## config.mk

```make
export PLATFORM = sky130hd
export DESIGN_NAME = ddr_term_supervisor
export DESIGN_NICKNAME = d
export VERILOG_FILES = /design/src/rtl/ddr_sup_pkg.sv /design/src/rtl/ddr_sup_sync.sv /design/src/rtl/ddr_sup_tick.sv /design/src/rtl/ddr_sup_timer.sv /design/src/rtl/ddr_term_supervisor.sv
export SDC_FILE = /design/constraint.sdc
export NUM_CORES = 1
export LEC_CHECK = 0
export BUFFER_PORTS_ARGS = -buffer_cell sky130_fd_sc_hd__buf_4
export CORE_ASPECT_RATIO = 1.4
export CORE_MARGIN = 2
export CORE_UTILIZATION = 37
export DETAILED_ROUTE_END_ITERATION = 10
export HOLD_SLACK_MARGIN = 0.08
export PLACE_DENSITY_LB_ADDON = 0.3
export SYNTH_ARGS = -nofsm -noshare
export SYNTH_HDL_FRONTEND = slang
export SYNTH_SLANG_ARGS = --single-unit
export TNS_END_PERCENT = 10
```

## constraint.sdc

```tcl
create_clock -name clk -period 2 [get_ports clk]
set_input_delay 0.1 -clock clk [delete_from_list [all_inputs] [get_ports clk]]
set_output_delay 0.1 -clock clk [all_outputs]
set_load 0.01 [all_outputs]
```

## src/rtl/ddr_sup_pkg.sv

```systemverilog
package ddr_sup_pkg;

  typedef enum int unsigned {
    IX_OFF     = 0,
    IX_SHDN    = 1,
    IX_STBY    = 2,
    IX_SOFT    = 3,
    IX_RUN     = 4,
    IX_RETRY   = 5,
    IX_HOT     = 6,
    IX_HOTWAIT = 7
  } st_ix_e;

  localparam int unsigned NUM_STATES = 8;

  typedef logic [NUM_STATES-1:0] st_vec_t;

  typedef struct packed {
    logic reg_en;
    logic ref_en;
    logic dis_en;
    logic ss_req;
  } drv_t;

  function automatic st_vec_t st_bit(input st_ix_e ix);
    st_bit = st_vec_t'(1) << ix;
  endfunction

endpackage

```

## src/rtl/ddr_sup_sync.sv

```systemverilog
module ddr_sup_sync #(
  parameter int   STAGES  = 2,
  parameter logic RST_VAL = 1'b0
) (
  input  logic clk,
  input  logic rst,
  input  logic d,
  output logic q
);

  logic [STAGES-1:0] chain;

  always_ff @(posedge clk) begin
    if (rst) chain <= {STAGES{RST_VAL}};
    else     chain <= {chain[STAGES-2:0], d};
  end

  assign q = chain[STAGES-1];

endmodule

```

## src/rtl/ddr_sup_tick.sv

```systemverilog
module ddr_sup_tick #(
  parameter int DIV = 100
) (
  input  logic clk,
  input  logic rst,
  output logic tick
);

  localparam int CW = (DIV > 1) ? $clog2(DIV) : 1;
  localparam logic [CW-1:0] LAST = CW'(DIV - 1);

  logic [CW-1:0] cnt;

  always_ff @(posedge clk) begin
    if (rst) begin
      cnt  <= '0;
      tick <= 1'b0;
    end else if (cnt == LAST) begin
      cnt  <= '0;
      tick <= 1'b1;
    end else begin
      cnt  <= cnt + 1'b1;
      tick <= 1'b0;
    end
  end

endmodule

```

## src/rtl/ddr_sup_timer.sv

```systemverilog
module ddr_sup_timer #(
  parameter int LIMIT = 10
) (
  input  logic clk,
  input  logic rst,
  input  logic clear,
  input  logic tick,
  output logic done
);

  localparam int CW = $clog2(LIMIT + 1);
  localparam logic [CW-1:0] END_CNT = CW'(LIMIT);

  logic [CW-1:0] cnt;

  always_ff @(posedge clk) begin
    if (rst || clear)                cnt <= '0;
    else if (tick && cnt != END_CNT) cnt <= cnt + 1'b1;
  end

  assign done = (cnt == END_CNT);

endmodule

```

## src/rtl/ddr_term_supervisor.sv

```systemverilog
module ddr_term_supervisor
  import ddr_sup_pkg::*;
#(
  parameter int TICK_DIV    = 100,
  parameter int SYNC_STAGES = 2,
  parameter int OC_TICKS    = 10000,
  parameter int RETRY_TICKS = 100000,
  parameter int PG_TICKS    = 10000
) (
  input  logic clk,
  input  logic rst,
  input  logic shdn_n,
  input  logic stby_n,
  input  logic supply_ok,
  input  logic ilim_flag,
  input  logic short_flag,
  input  logic overtemp_flag,
  input  logic temp_cool_flag,
  input  logic in_window,
  input  logic ss_done,
  output logic reg_en,
  output logic ref_en,
  output logic dis_en,
  output logic ss_req,
  output logic pgood_n
);

  localparam int NUM_REQ = 2;
  localparam st_vec_t ST_OFF     = st_bit(IX_OFF);
  localparam st_vec_t ST_SHDN    = st_bit(IX_SHDN);
  localparam st_vec_t ST_STBY    = st_bit(IX_STBY);
  localparam st_vec_t ST_SOFT    = st_bit(IX_SOFT);
  localparam st_vec_t ST_RUN     = st_bit(IX_RUN);
  localparam st_vec_t ST_RETRY   = st_bit(IX_RETRY);
  localparam st_vec_t ST_HOT     = st_bit(IX_HOT);
  localparam st_vec_t ST_HOTWAIT = st_bit(IX_HOTWAIT);

  // request synchronizers: index 0 deep-off, index 1 suspend
  logic [NUM_REQ-1:0] req_raw;
  logic [NUM_REQ-1:0] req_s;
  logic sd_n_s;
  logic sb_n_s;

  assign req_raw = {stby_n, shdn_n};

  for (genvar g = 0; g < NUM_REQ; g++) begin : g_sync
    ddr_sup_sync #(
      .STAGES (SYNC_STAGES),
      .RST_VAL(1'b0)
    ) u_sync (
      .clk(clk),
      .rst(rst),
      .d  (req_raw[g]),
      .q  (req_s[g])
    );
  end

  assign sd_n_s = req_s[0];
  assign sb_n_s = req_s[1];

  // shared time base
  logic tick;

  ddr_sup_tick #(.DIV(TICK_DIV)) u_tick (
    .clk (clk),
    .rst (rst),
    .tick(tick)
  );

  st_vec_t st;
  st_vec_t nxt;

  logic oc_done;
  logic retry_done;
  logic pg_done;
  logic active;
  logic oc_clr;
  logic retry_clr;
  logic pg_clr;

  assign active    = st[IX_SOFT] | st[IX_RUN];
  assign oc_clr    = !ilim_flag || !active;
  assign retry_clr = !(st[IX_RETRY] | st[IX_HOTWAIT]);
  assign pg_clr    = !st[IX_RUN] || (!in_window && !pg_done);

  ddr_sup_timer #(.LIMIT(OC_TICKS)) u_oc_tmr (
    .clk  (clk),
    .rst  (rst),
    .clear(oc_clr),
    .tick (tick),
    .done (oc_done)
  );

  ddr_sup_timer #(.LIMIT(RETRY_TICKS)) u_retry_tmr (
    .clk  (clk),
    .rst  (rst),
    .clear(retry_clr),
    .tick (tick),
    .done (retry_done)
  );

  ddr_sup_timer #(.LIMIT(PG_TICKS)) u_pg_tmr (
    .clk  (clk),
    .rst  (rst),
    .clear(pg_clr),
    .tick (tick),
    .done (pg_done)
  );

  // next-state logic: supply, then deep-off, then suspend, then faults
  always_comb begin
    nxt = st;
    if (!supply_ok) begin
      nxt = ST_OFF;
    end else if (!sd_n_s) begin
      nxt = ST_SHDN;
    end else if (!sb_n_s) begin
      nxt = ST_STBY;
    end else if (st[IX_OFF] | st[IX_SHDN] | st[IX_STBY]) begin
      nxt = ST_SOFT;
    end else if (active) begin
      if (overtemp_flag)               nxt = ST_HOT;
      else if (short_flag)             nxt = ST_RETRY;
      else if (oc_done)                nxt = ST_RETRY;
      else if (st[IX_SOFT] && ss_done) nxt = ST_RUN;
    end else if (st[IX_RETRY]) begin
      if (overtemp_flag)   nxt = ST_HOT;
      else if (retry_done) nxt = ST_SOFT;
    end else if (st[IX_HOT]) begin
      if (!overtemp_flag && temp_cool_flag) nxt = ST_HOTWAIT;
    end else if (st[IX_HOTWAIT]) begin
      if (overtemp_flag)   nxt = ST_HOT;
      else if (retry_done) nxt = ST_SOFT;
    end else begin
      nxt = ST_OFF;
    end
  end

  function automatic drv_t decode(input st_vec_t s);
    drv_t d;
    d.reg_en = s[IX_SOFT] | s[IX_RUN];
    d.ref_en = s[IX_SOFT] | s[IX_RUN] | s[IX_STBY] | s[IX_RETRY];
    d.dis_en = s[IX_SHDN];
    d.ss_req = s[IX_SOFT];
    return d;
  endfunction

  drv_t drv_nxt;
  assign drv_nxt = decode(nxt);

  always_ff @(posedge clk) begin
    if (rst) begin
      st      <= ST_OFF;
      reg_en  <= 1'b0;
      ref_en  <= 1'b0;
      dis_en  <= 1'b0;
      ss_req  <= 1'b0;
      pgood_n <= 1'b1;
    end else begin
      st      <= nxt;
      reg_en  <= drv_nxt.reg_en;
      ref_en  <= drv_nxt.ref_en;
      dis_en  <= drv_nxt.dis_en;
      ss_req  <= drv_nxt.ss_req;
      pgood_n <= !(nxt[IX_RUN] && pg_done && in_window);
    end
  end

endmodule

```

# Word level (Yosys, flattened, before mapping)
# Index checks and enable logic that the tools add are counted.
# totals
reg_bits	70
inputBits	11
out_inout_bits	5
elab_cells	89
# classes
addsub	4
n_eq_ne	14
n_mux	18
n_bitwise	10
reduce_logical	27
# ops
cell	count
$mux W8	13
$add A14 B1 Y14 const B	2
$eq A14 B14 Y1 const B	2
$ne A14 B14 Y1 const B	2
$mux W6	4
$add A17 B1 Y17 const B	1
$eq A17 B17 Y1 const B	1
$ne A17 B17 Y1 const B	1
$ne A8 B8 Y1 const B	2
$ne A7 B7 Y1 const B	2
$logic_and A1 B1 Y1	8
$logic_not A1 Y1	8
$ne A4 B2 Y1 const B	2
$add A7 B1 Y7 const B	1
$eq A7 B7 Y1 const B	1
$or A1 B1 Y1	7
$logic_or A1 B1 Y1	5
$ne A5 B4 Y1 const B	1
$reduce_or A5 Y1	1
$reduce_and A4 Y1	1
$reduce_or A2 Y1	2
$not A1 Y1	3
$reduce_and A3 Y1	1
$reduce_and A2 Y1	1
$mux W1	1

# Longest topological paths before layout
# depth
depth_word	14
ltp_mapped	8
ltp_nobuf	7

# Hierarchy
# Synthesis repeated with hierarchy kept, for this count alone.
# unflattened
hier_cells	375
area_unflattened_um2	3325.7
# by_module_without_submodules
module	n_inst	cells_each	area_each_um2	seq_area_each_um2
ddr_sup_timer at u_oc_tmr ...	2	86	742.0	280.3
ddr_sup_timer at u_retry_tmr	1	103	867.1	340.3
ddr_term_supervisor	1	58	541.8	220.2
ddr_sup_tick	1	34	327.8	160.2
ddr_sup_sync	2	4	52.6	40.0

# Least setup slack after synthesis
# No wires, ideal clock.
# synth_path
path_type	reg-to-reg
from	reg u_retry_tmr.cnt[0]
to	reg u_retry_tmr.cnt[13]
setup_time_ps	128
t_arrival_ps	1544
required_ps	1872
path_slack_ps	329
stages_incl_launch_ff	9
path_buffers	1
period_less_slack_ps	1671
path_cell_list	dfxtp_1 > inv_1 > ha_1 > and4b_4 > a41o_1 > buf_6 > nor4_2 > xnor2_1 > nor2_1
# synth_via
elab_chain_cells	2
elab_cells_between_ends	3
cone_classes	add/sub (1); eq/ne (1); reduce/logical (1)
# synth_rtl
element	line_no	text
start, declared	ddr_sup_timer.sv:14	logic [CW-1:0] cnt;
start signal, assigned	ddr_sup_timer.sv:18	else if (tick && cnt != END_CNT) cnt <= cnt + 1'b1;
parallel branches: the longest is 2 deep, another holds $add A17 B1 Y17	--	
# Parallel ways; which one is timed is not known.
# A chain may end at the register's enable or synchronous reset.

# Worst setup path after layout
# layout_path
from	reg u_retry_tmr.cnt[0]
to	reg u_retry_tmr.cnt[11]
# The elaborated chain is that of the path after synthesis.

==> flow_summary.toml <==
[route]
detail-route-antenna-nets = 0
firstDrtPassIters = 4
num_vias = 2438
drt_wl_total_um = 6070
vias_per_cell = 5.100
post-route-drc-count = 0
wl_per_cell_um = 12.70
drtIter0Drc = 80

[layout]
syn_to_final_growth_pct = 19.47
layout_commonest_cell = "dfxtp_1"
drive_gt1_share_pct = 13.83
nets = 390
insertedDiodeCount = 0
final_cell_mix = "68 x dfxtp_1, 55 x nor2_1, 24 x xor2_1"

[die]
die_x_um = 81.34
start_util_pct = 38.02
die_h_um = 112.3
coreArea_um2 = 8149
ios = 16
rows = 39
die_area_um2 = 9131

[timing]
clock-skew-final_ns = 0.007535
fin_tns_setup_ns = 0
rsz0062_at_grt = "no"
finalCritPeriodShare_pct = 91.98
worst_pin_slew_ns = 0.5652
hold_viol = 0
drv_slew = 0
max_freq_ghz = 0.5436
finalCriticalPeriod_ns = 1.840
hold_ws_ns = 0.1272
setup_viol_count_final = 0
slew_headroom_pct = 62.31

[pwr]
powerDensity_nw_per_um2 = 831.5
p_total_mw = 3.078
leakagePower_nw = 1.236
ir_drop_mv = 0.7847

[setup_path]
rr_worst_depth = 7
rr_endpoint = "u_retry_tmr.cnt[11]$_SDFFE_PP0P_"
startpoint_type = "register"
slowest_delay_ns = 0.40
cp_max_fo = 10
slowest_stage = "a41o_1"
critPathKind = "reg -> reg"
crit_path_cell_trace = "inv_1, ha_1, and4b_4, a41o_1, nor4_2, xnor2_1, nor2_1"
worst-r2r-setup-slack_ns = 0.16
crit_arrival_ns = 2.06
worstSetupEndpointType = "register"
required_ns = 2.22
r2r_start = "u_retry_tmr.cnt[0]$_SDFFE_PP0P_"

[clock_network]
htreeDepth = 3
post_cts_buffers = 0
clockBufferDepth = 2
cts_sinks = 68
clkTransAtPathRegs_ns = 0.06
cts-root-buf = "clkbuf_16"
cts_tree = "done"
clock_latency_ns = 0.33
numCtsBuffers = 9

[grt]
grt_pass1_vias = 2417
grt_max_degree = 18
antenna_found_initial = 0
grt_pass1_wl_um = 10700
overflow = 0
gr-usage-all-layers_pct = 15.07

[synthesis]
synth.distinct_cells = 45
syn_avg_cell_area_um2 = 9.006
syn_area_um2 = 3098
yosysWarningCount = 0
synth_cells = 344
ys_seq_area_share_pct = 43.94
ys_ff_latch = 68
synth-async-reset-ratio_pct = 0
synth_edf_count = 0
syn_nets = 362
synth_ff_type = "dfxtp_1"

[place]
gp_congestion = 0.8020
io_buffer_count = 15
dp_hpwl_um = 4263

[run]
maxCapViolCount = 0

[run_status]
status = "complete, no violations"

[min_path]
whs_endpoint = "st[4]$_SDFF_PP0_"
worstHoldPathType = "in -> reg"
whs_path_depth = 3
worstHoldStart = "short_flag"
## worst max path at each step
stage | start | endpoint | slack (ns) | depth (start not counted)
CTS | u_pg_tmr.cnt[0]$_SDFFE_PP0P_ | u_pg_tmr.cnt[11]$_SDFFE_PP0P_ | 0.07 | 6
global placement | u_pg_tmr.cnt[0]$_SDFFE_PP0P_ | u_pg_tmr.cnt[5]$_SDFFE_PP0P_ | 0.15 | 6
floorplan | u_retry_tmr.cnt[0]$_SDFFE_PP0P_ | u_retry_tmr.cnt[13]$_SDFFE_PP0P_ | 0.33 | 8
detailed placement | u_pg_tmr.cnt[0]$_SDFFE_PP0P_ | u_pg_tmr.cnt[11]$_SDFFE_PP0P_ | 0.07 | 6
global route | u_retry_tmr.cnt[2]$_SDFFE_PP0P_ | st[6]$_SDFFE_PP0P_ | 0.02 | 5
finish | u_retry_tmr.cnt[0]$_SDFFE_PP0P_ | u_retry_tmr.cnt[11]$_SDFFE_PP0P_ | 0.16 | 7
## logic make-up (layout without fill, tap and decap cells)
| kind of cell | count (synthesis) | count (layout) | synth area share, % |
|---|---|---|---|
| AND/OR/NAND/NOR | 170 | 170 | 31.38 |
| flip-flops | 68 | 68 | 43.94 |
| XOR/XNOR | 41 | 41 | 11.59 |
| AO/OA/AOI/OAI | 31 | 31 | 6.058 |
| buffers and inverters | 25 | 57 | 3.554 |
| adder cells (fa/ha/maj) | 7 | 7 | 2.827 |
| multiplexers | 2 | 2 | 0.6462 |
## final cells by class
class | count | area [um2]
fillers | 788 | 4448
multi-input cells | 251 | 1630
flip-flops and latches | 68 | 1361
clock buffers | 10 | 229.0
repair buffers | 26 | 215.2
well taps | 102 | 127.6
clock inverters | 5 | 77.57
inverters | 16 | 60.06
## sequential cells by signal (all words and copies together) (netlist names)
name / count
st: 8
u_tick.tick: 1
u_oc_tmr.cnt: 14
reg_en: 1
u_retry_tmr.cnt: 17
u_pg_tmr.cnt: 14
ref_en: 1
u_tick.cnt: 7
g_sync.u_sync.chain: 4
pgood_n: 1
## synth_stat cells (2+ instances only)
cell type | n | share of area [%]
a211oi_1 | 3 | 0.73
a21oi_1 | 11 | 1.8
a41o_1 | 2 | 0.65
and2_1 | 3 | 0.61
and3_1 | 5 | 1.0
and4_1 | 4 | 1.1
buf_6 | 2 | 0.73
clkbuf_1 | 6 | 0.73
dfxtp_1 | 68 | 44
ha_1 | 7 | 2.8
inv_1 | 16 | 1.9
mux2i_1 | 2 | 0.65
nand2_1 | 19 | 2.3
nand3_1 | 17 | 2.7
nand4_1 | 17 | 3.4
nor2_1 | 55 | 6.7
nor2b_1 | 9 | 1.8
nor3_1 | 6 | 0.97
nor3_2 | 3 | 0.97
nor4_2 | 7 | 2.8
nor4b_1 | 4 | 1.1
o21ai_0 | 7 | 1.1
o21ai_1 | 2 | 0.32
o21bai_1 | 2 | 0.48
o31ai_1 | 2 | 0.48
or3_1 | 7 | 1.4
xnor2_1 | 17 | 4.8
xor2_1 | 24 | 6.8
## metrics by stage
step	util [%]	instances	setup WS [ns]	area, um2
final	45.42	478	0.1604	3701
after global routing	45.42	478	0.02110	3701
after CTS	45.37	478	0.07207	3697
after detailed placement	40.63	455	0.06633	3311
after global placement	40.63	455	0.1500	3311
after floorplan	-	344	0.3287	3098
## metal layers
layer | routed length, um | global-route usage [%] | part of all wire [%] | up-vias
met3 | 209 | 5.547 | 3.4 | 6
li1 | - | - | - | 1248
met4 | 74 | 5.989 | 1.2 | 0
met1 | 2673 | 17.49 | 44 | 1152
met2 | 3114 | 24.70 | 51 | 32
met5 | 0 | 0 | 0 | -
## where the power goes
group	switching, mW	leakage [nW]	total (mW)	internal, mW
combinational	0.0267	0.538	0.0643	0.0376
sequential	0.00690	0.550	1.37	1.37
clock	0.560	0.148	1.64	1.08
## critical path, delay by kind of cell, from the launching register on
family	cells	cell delay [ns]
xor+xnor	1	0.15
buf+inv	1	0.07
fa+ha+maj	1	0.19
compound gates	1	0.40
simple gates	3	0.57
flops	1	0.34
## timing repair
| action | CTS | global route |
|---|---|---|
| hold endpoints to repair | 11 | 0 |
| gates resized for setup | 0 | 1 |
| setup endpoints to repair | 0 | 14 |
| hold buffers | 8 | 0 |
Note: power is estimated with default switching activity, not from simulation.
